[config.mk]
export PLATFORM = sky130hd
export DESIGN_NAME = sertx_top
export DESIGN_NICKNAME = d
export VERILOG_FILES = /design/src/rtl/sertx_pkg.sv /design/src/rtl/sertx_holdbuf.sv /design/src/rtl/sertx_shifter.sv /design/src/rtl/sertx_flags.sv /design/src/rtl/sertx_top.sv
export SDC_FILE = /design/constraint.sdc
export NUM_CORES = 1
export LEC_CHECK = 0
export ABC_CLOCK_PERIOD_IN_PS = 2200
export BUFFER_PORTS_ARGS = -buffer_cell sky130_fd_sc_hd__clkbuf_2
export CORE_MARGIN = 3
export CORE_UTILIZATION = 53
export CTS_BUF_LIST = sky130_fd_sc_hd__clkbuf_4
export DETAILED_ROUTE_END_ITERATION = 16
export PLACE_DENSITY = 0.78
export SLEW_MARGIN = 40
export SYNTH_ARGS = -nofsm -noshare
export SYNTH_HDL_FRONTEND = slang
export SYNTH_SLANG_ARGS = --single-unit
export TNS_END_PERCENT = 5
[constraint.sdc]
create_clock -name clk -period 2.2 [get_ports clk]
set_input_delay 0.44 -clock clk [delete_from_list [all_inputs] [get_ports clk]]
set_output_delay 0.44 -clock clk [all_outputs]
set_load 0.005 [all_outputs]
[src/rtl/sertx_pkg.sv]
package sertx_pkg;
  localparam int DATA_W        = 9;
  localparam int MIN_BITS      = 5;
  localparam int TICKS_PER_BIT = 16;

  typedef enum logic [2:0] {
    ST_IDLE  = 3'd0,
    ST_START = 3'd1,
    ST_DATA  = 3'd2,
    ST_PAR   = 3'd3,
    ST_STOP1 = 3'd4,
    ST_STOP2 = 3'd5
  } tx_state_t;
endpackage

[src/rtl/sertx_holdbuf.sv]
module sertx_holdbuf #(
  parameter int DW = 9
) (
  input  logic          clk,
  input  logic          rst_n,
  input  logic          wr_valid,
  input  logic [DW-1:0] wr_data,
  output logic          wr_ready,
  input  logic          load,
  output logic [DW-1:0] hold_data,
  output logic          buf_empty
);
  logic empty_q;
  logic [DW-1:0] data_q;
  logic accept;

  assign accept = wr_valid && empty_q;

  always_ff @(posedge clk) begin
    if (!rst_n) begin
      empty_q <= 1'b1;
      data_q  <= '0;
    end else begin
      if (accept) begin
        data_q  <= wr_data;
        empty_q <= 1'b0;
      end else if (load) begin
        empty_q <= 1'b1;
      end
    end
  end

  assign wr_ready  = empty_q;
  assign buf_empty = empty_q;
  assign hold_data = data_q;
endmodule

[src/rtl/sertx_shifter.sv]
module sertx_shifter
  import sertx_pkg::*;
#(
  parameter int DW  = DATA_W,
  parameter int TPB = TICKS_PER_BIT,
  parameter int MNB = MIN_BITS
) (
  input  logic          clk,
  input  logic          rst_n,
  input  logic          tx_en,
  input  logic          baud_tick,
  input  logic          buf_full,
  input  logic [DW-1:0] hold_data,
  input  logic [2:0]    cfg_len,
  input  logic [1:0]    par_mode,
  input  logic          two_stop,
  output logic          load,
  output logic          busy,
  output logic          frame_end,
  output logic          txd
);
  localparam int TCW = (TPB > 1) ? $clog2(TPB) : 1;
  localparam int BCW = $clog2(DW + 1);

  tx_state_t state_q;
  logic [TCW-1:0] tick_cnt;
  logic [BCW-1:0] bit_idx;
  logic [BCW-1:0] nbits_q;
  logic [DW-1:0]  shreg;
  logic           par_en_q, par_bit_q, stop2_q;
  logic           bit_end;
  logic [BCW-1:0] nbits_sel;
  logic [DW-1:0]  len_mask;
  logic           par_calc;

  always_comb begin
    if (cfg_len > 3'(DW - MNB)) nbits_sel = BCW'(DW);
    else                        nbits_sel = BCW'(cfg_len) + BCW'(MNB);
  end

  generate
    for (genvar g = 0; g < DW; g++) begin : g_mask
      assign len_mask[g] = (BCW'(g) < nbits_sel);
    end
  endgenerate

  assign par_calc = (^(hold_data & len_mask)) ^ par_mode[0];

  assign load    = (state_q == ST_IDLE) && buf_full && tx_en && baud_tick;
  assign bit_end = baud_tick && (tick_cnt == TCW'(TPB - 1));
  assign frame_end = bit_end &&
                     (((state_q == ST_STOP1) && !stop2_q) || (state_q == ST_STOP2));
  assign busy = (state_q != ST_IDLE);

  always_ff @(posedge clk) begin
    if (!rst_n) begin
      state_q   <= ST_IDLE;
      tick_cnt  <= '0;
      bit_idx   <= '0;
      nbits_q   <= '0;
      shreg     <= '0;
      par_en_q  <= 1'b0;
      par_bit_q <= 1'b0;
      stop2_q   <= 1'b0;
    end else if (state_q == ST_IDLE) begin
      if (load) begin
        state_q   <= ST_START;
        tick_cnt  <= '0;
        bit_idx   <= '0;
        shreg     <= hold_data;
        nbits_q   <= nbits_sel;
        par_en_q  <= par_mode[1];
        par_bit_q <= par_calc;
        stop2_q   <= two_stop;
      end
    end else if (baud_tick) begin
      if (!bit_end) begin
        tick_cnt <= tick_cnt + 1'b1;
      end else begin
        tick_cnt <= '0;
        unique case (state_q)
          ST_START: state_q <= ST_DATA;
          ST_DATA: begin
            shreg   <= shreg >> 1;
            bit_idx <= bit_idx + 1'b1;
            if (bit_idx == nbits_q - 1'b1)
              state_q <= par_en_q ? ST_PAR : ST_STOP1;
          end
          ST_PAR:   state_q <= ST_STOP1;
          ST_STOP1: state_q <= stop2_q ? ST_STOP2 : ST_IDLE;
          ST_STOP2: state_q <= ST_IDLE;
          default:  state_q <= ST_IDLE;
        endcase
      end
    end
  end

  always_comb begin
    unique case (state_q)
      ST_START: txd = 1'b0;
      ST_DATA:  txd = shreg[0];
      ST_PAR:   txd = par_bit_q;
      default:  txd = 1'b1;
    endcase
  end
endmodule

[src/rtl/sertx_flags.sv]
module sertx_flags (
  input  logic clk,
  input  logic rst_n,
  input  logic frame_end,
  input  logic buf_empty,
  input  logic stat_wr,
  input  logic stat_done_wdata,
  input  logic done_ack,
  input  logic ie_empty,
  input  logic ie_done,
  output logic tx_done,
  output logic irq_empty,
  output logic irq_done
);
  logic done_q;
  logic set_done, clr_done;

  assign set_done = frame_end && buf_empty;
  assign clr_done = done_ack || (stat_wr && !stat_done_wdata);

  always_ff @(posedge clk) begin
    if (!rst_n)        done_q <= 1'b0;
    else if (set_done) done_q <= 1'b1;
    else if (clr_done) done_q <= 1'b0;
  end

  assign tx_done   = done_q;
  assign irq_done  = done_q && ie_done;
  assign irq_empty = buf_empty && ie_empty;
endmodule

[src/rtl/sertx_top.sv]
module sertx_top
  import sertx_pkg::*;
#(
  parameter int DW  = DATA_W,
  parameter int TPB = TICKS_PER_BIT
) (
  input  logic          clk,
  input  logic          rst_n,
  input  logic          tx_en,
  input  logic [2:0]    cfg_len,
  input  logic [1:0]    par_mode,
  input  logic          two_stop,
  input  logic          ie_empty,
  input  logic          ie_done,
  input  logic          baud_tick,
  input  logic          wr_valid,
  input  logic [DW-1:0] wr_data,
  output logic          wr_ready,
  input  logic          stat_wr,
  input  logic          stat_done_wdata,
  input  logic          done_ack,
  output logic          txd,
  output logic          pin_own,
  output logic          buf_empty,
  output logic          tx_done,
  output logic          irq_empty,
  output logic          irq_done
);
  logic          load, busy, frame_end;
  logic [DW-1:0] hold_data;

  sertx_holdbuf #(.DW(DW)) u_buf (
    .clk(clk), .rst_n(rst_n),
    .wr_valid(wr_valid), .wr_data(wr_data), .wr_ready(wr_ready),
    .load(load), .hold_data(hold_data), .buf_empty(buf_empty)
  );

  sertx_shifter #(.DW(DW), .TPB(TPB), .MNB(MIN_BITS)) u_shf (
    .clk(clk), .rst_n(rst_n), .tx_en(tx_en), .baud_tick(baud_tick),
    .buf_full(!buf_empty), .hold_data(hold_data),
    .cfg_len(cfg_len), .par_mode(par_mode), .two_stop(two_stop),
    .load(load), .busy(busy), .frame_end(frame_end), .txd(txd)
  );

  sertx_flags u_flg (
    .clk(clk), .rst_n(rst_n), .frame_end(frame_end), .buf_empty(buf_empty),
    .stat_wr(stat_wr), .stat_done_wdata(stat_done_wdata), .done_ack(done_ack),
    .ie_empty(ie_empty), .ie_done(ie_done),
    .tx_done(tx_done), .irq_empty(irq_empty), .irq_done(irq_done)
  );

  assign pin_own = tx_en || busy;
endmodule

### After elaboration in Yosys (flattened, before gate mapping)

Index checks and enable logic that the tools add are counted.

* RAM bits: 0
* memory bits (read-only): 0
* bits of input ports: 25
* flip-flop bits (word level): 38
* bits in latches: 0
* memories: 0

* muxes and demuxes: 27
* div/mod/pow operators: 0
* $add $sub $neg: 4
* multiply operators: 0
* $lt $le $gt $ge: 10
* eq/ne operators: 9
* bitwise operators: 2
* shifts and indexed selects: 0
* reductions and logical operators: 29

Operators by type and width (number)
* two-way mux 9 bit: 5
* two-way mux 4 bit: 9
* two-way mux 3 bit: 7
* less-than comparator 3 x 4 -> 1 bit, first input constant: 4
* case mux 3 bit (4 select lines): 1
* logical AND 1 bit: 11
* nonzero test 2 bit: 5
* bitwise AND 9 bit: 1
* XOR reduction 9 bit: 1
* adder 4 x 1 -> 4 bit, second input constant: 2
* less-than comparator 1 x 4 -> 1 bit, first input constant: 2
* less-than comparator 2 x 4 -> 1 bit, first input constant: 2
* AND reduction 4 bit: 2
* equality test 3 x 2 -> 1 bit, second input constant: 2
* equality test 3 bit, second input constant: 2
* adder 3 x 3 -> 4 bit, second input constant: 1
* equality test 4 bit: 1
* equality test 4 bit, second input constant: 1
* less-than comparator 4 bit, first input constant: 1
* two-way mux 1 bit: 4
* AND reduction 2 bit: 2
* subtractor 4 x 1 -> 4 bit, second input constant: 1
* equality test 3 x 1 -> 1 bit, second input constant: 1
* > comparator 3 bit, second input constant: 1
* 8 further kinds: 12

### Depth between registers and ports, before layout

* depth in word-level cells: 7
* gate-level depth with buffers: 8

### Hierarchy

Synthesis repeated with hierarchy kept, for this count alone.

* cells, all modules: 251
* area total of the unflattened synthesis: 2125.8 sq um

By module, submodules not included
* sertx_shifter: area an instance 1612.8 sq um, instances 1, cells an instance 196
* sertx_holdbuf: area an instance 445.4 sq um, instances 1, cells an instance 46
* sertx_flags: area an instance 57.6 sq um, instances 1, cells an instance 7
* sertx_top: area an instance 10.0 sq um, instances 1, cells an instance 2

### Worst setup path before layout

OpenSTA, ideal clock, no wires.

* path type: input-to-reg
* start: input port cfg_len[0]
* end: register u_shf.par_bit_q
* setup slack: -0.083 ns
* arrival time: 2.205 ns
* buffers on the path: 0
* library setup time: 0.078 ns
* cell stages on the path: 8
* cells stage by stage: inv_1 ha_1 nand2b_1 or4_1 and2_1 and3_1 o311a_1 nor3_1

* longest elaborated chain between the ends: 6

Ends and longest elaborated chain
* start: declaration: line sertx_top.sv:10 `input logic [2:0] cfg_len,`
* adder 3 x 3 -> 4 bit / > comparator 3 bit (equally long branches): line sertx_shifter.sv:38, sertx_shifter.sv:37
* two-way mux 4 bit (*): line sertx_shifter.sv:37 `if (cfg_len > 3'(DW - MNB)) nbits_sel = BCW'(DW);`
* less-than comparator 1 x 4 -> 1 bit, or another cell as far along: line sertx_shifter.sv:43 `assign len_mask[g] = (BCW'(g) < nbits_sel);`
* bitwise AND 9 bit (*): line sertx_shifter.sv:47 `assign par_calc = (^(hold_data & len_mask)) ^ par_mode[0];`
* XOR reduction 9 bit (*): line sertx_shifter.sv:47
* bitwise XOR 1 bit (*): line sertx_shifter.sv:47
* end signal: assignment: line sertx_shifter.sv:73 `par_bit_q <= par_calc;`
* end: declaration: line sertx_shifter.sv:30 `logic par_en_q, par_bit_q, stop2_q;`

Mark *: on every way between the ends. The rest lies on a longest branch, timed or not.
A chain may end at the register's enable or synchronous reset.

### Worst setup path after layout

Ends and elaborated chain as after synthesis.

==> impl_summary.txt <==
----------------------------------------------------
[Worst setup path]
  Capturing element type of the critical path ... register
  Worst R2R Path Depth ... 8
  Type of origin of the critical path ... primary input
  Crit path from ... cfg_len[0]
  Slack of the worst reg-to-reg path ... 150 ps
  R2R Path Start ... u_shf.nbits_q[1]$_SDFFE_PN0P_
  Critical path data required time ... 2460 ps
  Critical Setup Path Class ... primary input to register
  Largest driver fanout on the critical path ... 4
  Destination of the critical timing path ... u_shf.par_bit_q$_SDFFE_PN0P_
  Arrival time worst endpoint ... 2370 ps
  Maximum single-stage delay on the critical path ... 450 ps
  Critical-path cell with the highest stage delay ... sky130_fd_sc_hd__or4_1
  Worst-path cell chain ... clkbuf_2 > inv_1 > ha_4 > nand2b_1 > or4_1 > and2_4 > and3_1 > o311a_1 > nor3_1
  Capturing point of the worst reg2reg path ... u_shf.state_q[0]$_SDFFE_PN0P_

[STA]
  Maximum clock rate ... 474 MHz
  Tightest Pin Transition ... just over 600 ps
  Final Hold Violating Endpoints ... 0
  Final setup violating endpoints ... 0
  Clock tree skew after final layout ... between 9 and 10 ps
  RSZ-0062 raised after global routing ... false
  Max-Slew Margin vs Limit ... 59.2%
  Worst setup slack after layout ... between 90 and 100 ps
  Final Max Tran Viols ... 0
  Minimum clock period after layout ... ~2100 ps
  Final worst path period share ... approximately 96%

[Power]
  Power per cell area ... 628 nW/µm²
  NetSw ... ~0.42 mW
  Int Pwr ... 1.22 mW
  Leakage ... between 1 and 1.5 nW
  Combinational share of power ... 18.5%
  Flop pwr share ... 45.6%
  Clock power frac ... 35.9%
  Switching share of power ... between 20% and 30%
  Power consumption ... 1.64 mW
  Peak supply drop ... about 0.52 mV

[Finish]
  Fraction of layout cells with a size suffix above 1 ... about 23%
  Diode insertion count for antenna repair ... 0
  Post-layout net count ... 334
  Fillers ... 312
  P&R area growth vs syn ... 21.1%

[Synthesis]
  Area share of the largest cell type after synthesis ... 35.4%
  Synth Flop Type ... sky130_fd_sc_hd__dfxtp_1
  Flip-flop and latch count after synthesis ... 38
  Post-synthesis mux area share ... less than 1%
  Cell variety after synth ... 49
  Post-synthesis net count ... 290
  Adder-cell area share of the yosys netlist ... 2.91%
  Yosys Warn Count ... 0
  Complex-gate fraction of the synthesized area ... a little under a quarter
  Async set-reset flop share out of synthesis ... 0%
  Xor/xnor share of the synthesized area ... 7.16%
  Sequential share of the synthesized area ... 35.4%
  Area share of and/or/nand/nor cells after synthesis ... 26.8%
  Cells after Synth ... 260
  Cell accounting for the most synthesized area ... sky130_fd_sc_hd__dfxtp_1
  Largest family of logic cells by synthesized area ... simple AND/OR/NAND/NOR gates
  Cell types with the largest area share after synthesis ... sky130_fd_sc_hd__dfxtp_1 35%, sky130_fd_sc_hd__nand2_1 7.0%, sky130_fd_sc_hd__nand3_1 6.3%, sky130_fd_sc_hd__o211a_1 5.1%, sky130_fd_sc_hd__a21boi_0 4.5%
  Mean post-synth cell area ... a little over 8 µm²
  Count of flip-flops with a built-in enable after synthesis ... 0
  Post-synth top cells ... 40 x sky130_fd_sc_hd__nand2_1, 38 x sky130_fd_sc_hd__dfxtp_1, 27 x sky130_fd_sc_hd__nand3_1, 13 x sky130_fd_sc_hd__a21boi_0, 12 x sky130_fd_sc_hd__nor2_1
  Syn Std Cell Area ... between 2000 and 2500 µm²
  Dominant cell by count in the synthesized netlist ... sky130_fd_sc_hd__nand2_1

[Route]
  Vias post-DR ... 1,971
  DRC viols ... 0
  Detailed Route WL ... 4710 µm
  Post-DR wirelength/cell ... ~13 µm
  Starting DRT DRC Count ... around 160
  Antenna viol nets, final ... 0
  Avg Vias per Cell ... 5.58
  Total iterations of the first detailed-routing run ... 4

[Clocking]
  Buffer type at the clock tree root ... sky130_fd_sc_hd__clkbuf_4
  Buffers inserted by post-CTS timing repair ... 0
  CTS Hold Buffers Added ... 0
  Number of clock sinks seen by CTS ... 38
  TritonCTS buffer count ... 5
  CTS tree ... yes
  Max H-tree Level ... 2
  Post-CTS sizing ... 0
  Later-pin clock latency in the skew report ... 340 ps
  Bufs on Longest Clock Path ... 2
  Clock edge transition at the registers on the reported setup and hold paths ... about 110 ps

[Hold path]
  Worst hold path type ... primary input to register

[Placed design]
  HPWL after detailed placement ... 3550 µm
  Number of buffers inserted by port buffering ... 31
  Worst Setup Slack post-DPL ... -207 ps
  Final estimated routing congestion in global placement ... 0.839

[Floorplanning]
  Die ar. ... 4860 µm²
  Std-Cell Rows ... 22
  Width of the die ... around 70 µm
  Die Y ... 69.7 µm
  Number of I/O pins ... 32
  Initial Util ... 57.0%
  Core box area ... 3770 µm²

[Global route]
  Global-route wire length before repair ... 8050 µm
  Number of global-route vias before repair ... 1,871
  Initial antenna violation count ... 0
  Largest net degree at the start of global routing ... 37
  Total global routing track utilization ... 20.0%
  Final global-route overflow total ... 0

[Flow run]
  Max-cap violations ... 0

[Run status]
  Status ... completed

----------------------------------------------------
[final cells by class]
type                       count  area, µm²  area share [%]
tap                           48       60.1            2.31
multi-input combinational    198       1320            50.5
sequential                    38        761            29.2
clock buffer                   5       37.5            1.44
clock inverter                 3       63.8            2.45
timing repair buffer          54        340            13.1
inverter                       7       26.3            1.01
[cell families after synthesis]
kind of cell / Yosys count
compound gates: 59
xor+xnor: 16
fa+ha+maj: 5
buf+inv: 24
flops: 38
mux: 1
simple gates: 117
[layer usage]
layer	share of wire (%)	routed length, µm	global-route usage (%)	up-vias
met4	1.6	74	6.81	0
met2	49	2330	34.6	47
li1	-	-	-	1013
met1	45	2100	24.1	902
met3	4.3	204	4.78	9
met5	0	0	0	-
[per-stage QoR]
| stage | std cells | hold WS (ps) | setup TNS (ps) | instance area, µm² | utilization (%) |
|---|---|---|---|---|---|
| final | 353 | 331 | 0 | 2600 | 69.0 |
| after global routing | 353 | 321 | 0 | 2600 | 69.0 |
| after CTS | 353 | 321 | 0 | 2600 | 69.0 |
| after detailed placement | 345 | 463 | -207 | 2500 | 66.4 |
| after global placement | 345 | 458 | -160 | 2500 | 66.4 |
| after floorplan | 260 | 443 | 0 | 2170 | - |
[power by group through the flow]
stage,sequential (mW),clock [mW],combinational [mW]
floorplan,0.757,0,0.198
global placement,0.760,0,0.293
detailed placement,0.761,0,0.300
CTS,0.746,0.598,0.302
global route,0.750,0.622,0.336
finish,0.746,0.587,0.302
[worst min path at each step]
stage | startpoint | depth (start not counted) | endpoint | slack [ps]
floorplan | u_shf.par_en_q$_SDFFE_PN0P_ | 2 | u_shf.par_en_q$_SDFFE_PN0P_ | 440
global placement | u_shf.par_en_q$_SDFFE_PN0P_ | 2 | u_shf.par_en_q$_SDFFE_PN0P_ | 460
detailed placement | u_shf.par_en_q$_SDFFE_PN0P_ | 2 | u_shf.par_en_q$_SDFFE_PN0P_ | 460
CTS | par_mode[1] | 3 | u_shf.par_en_q$_SDFFE_PN0P_ | 320
global route | par_mode[1] | 3 | u_shf.par_en_q$_SDFFE_PN0P_ | 320
finish | par_mode[1] | 3 | u_shf.par_en_q$_SDFFE_PN0P_ | 330
[state kept, by name (all words and copies together), names as in the netlist, 3 cells and up]
signal and flops:
u_shf.bit_idx 4, u_shf.nbits_q 4, u_shf.tick_cnt 4, u_buf.hold_data 9
u_shf.state_q 3, u_shf.shreg 9
[critical path: cells and delay by family]
kind / cells / cell delay (ps)
buf+inv: 2 / 210
simple gates: 5 / 1140
compound gates: 1 / 320
fa+ha+maj: 1 / 250
[placed cells by master (no fill, tap or decap), drive strengths merged, types with 2 or more instances in the layout]
cell	n
a2111oi	2
ha	5
or3	2
nor2b	6
xnor2	7
nor3	6
nand2b	6
o21ai	8
a22oi	2
a211oi	3
or4b	2
nor2	12
nand3	27
a21boi	18
and2	3
bufinv	2
buf	23
inv	7
and3	3
o211a	11
nand4	3
dfxtp	38
a21o	3
xor2	8
a21oi	5
nand2	40
clkbuf	36
Power figures use the tool's default switching activity.
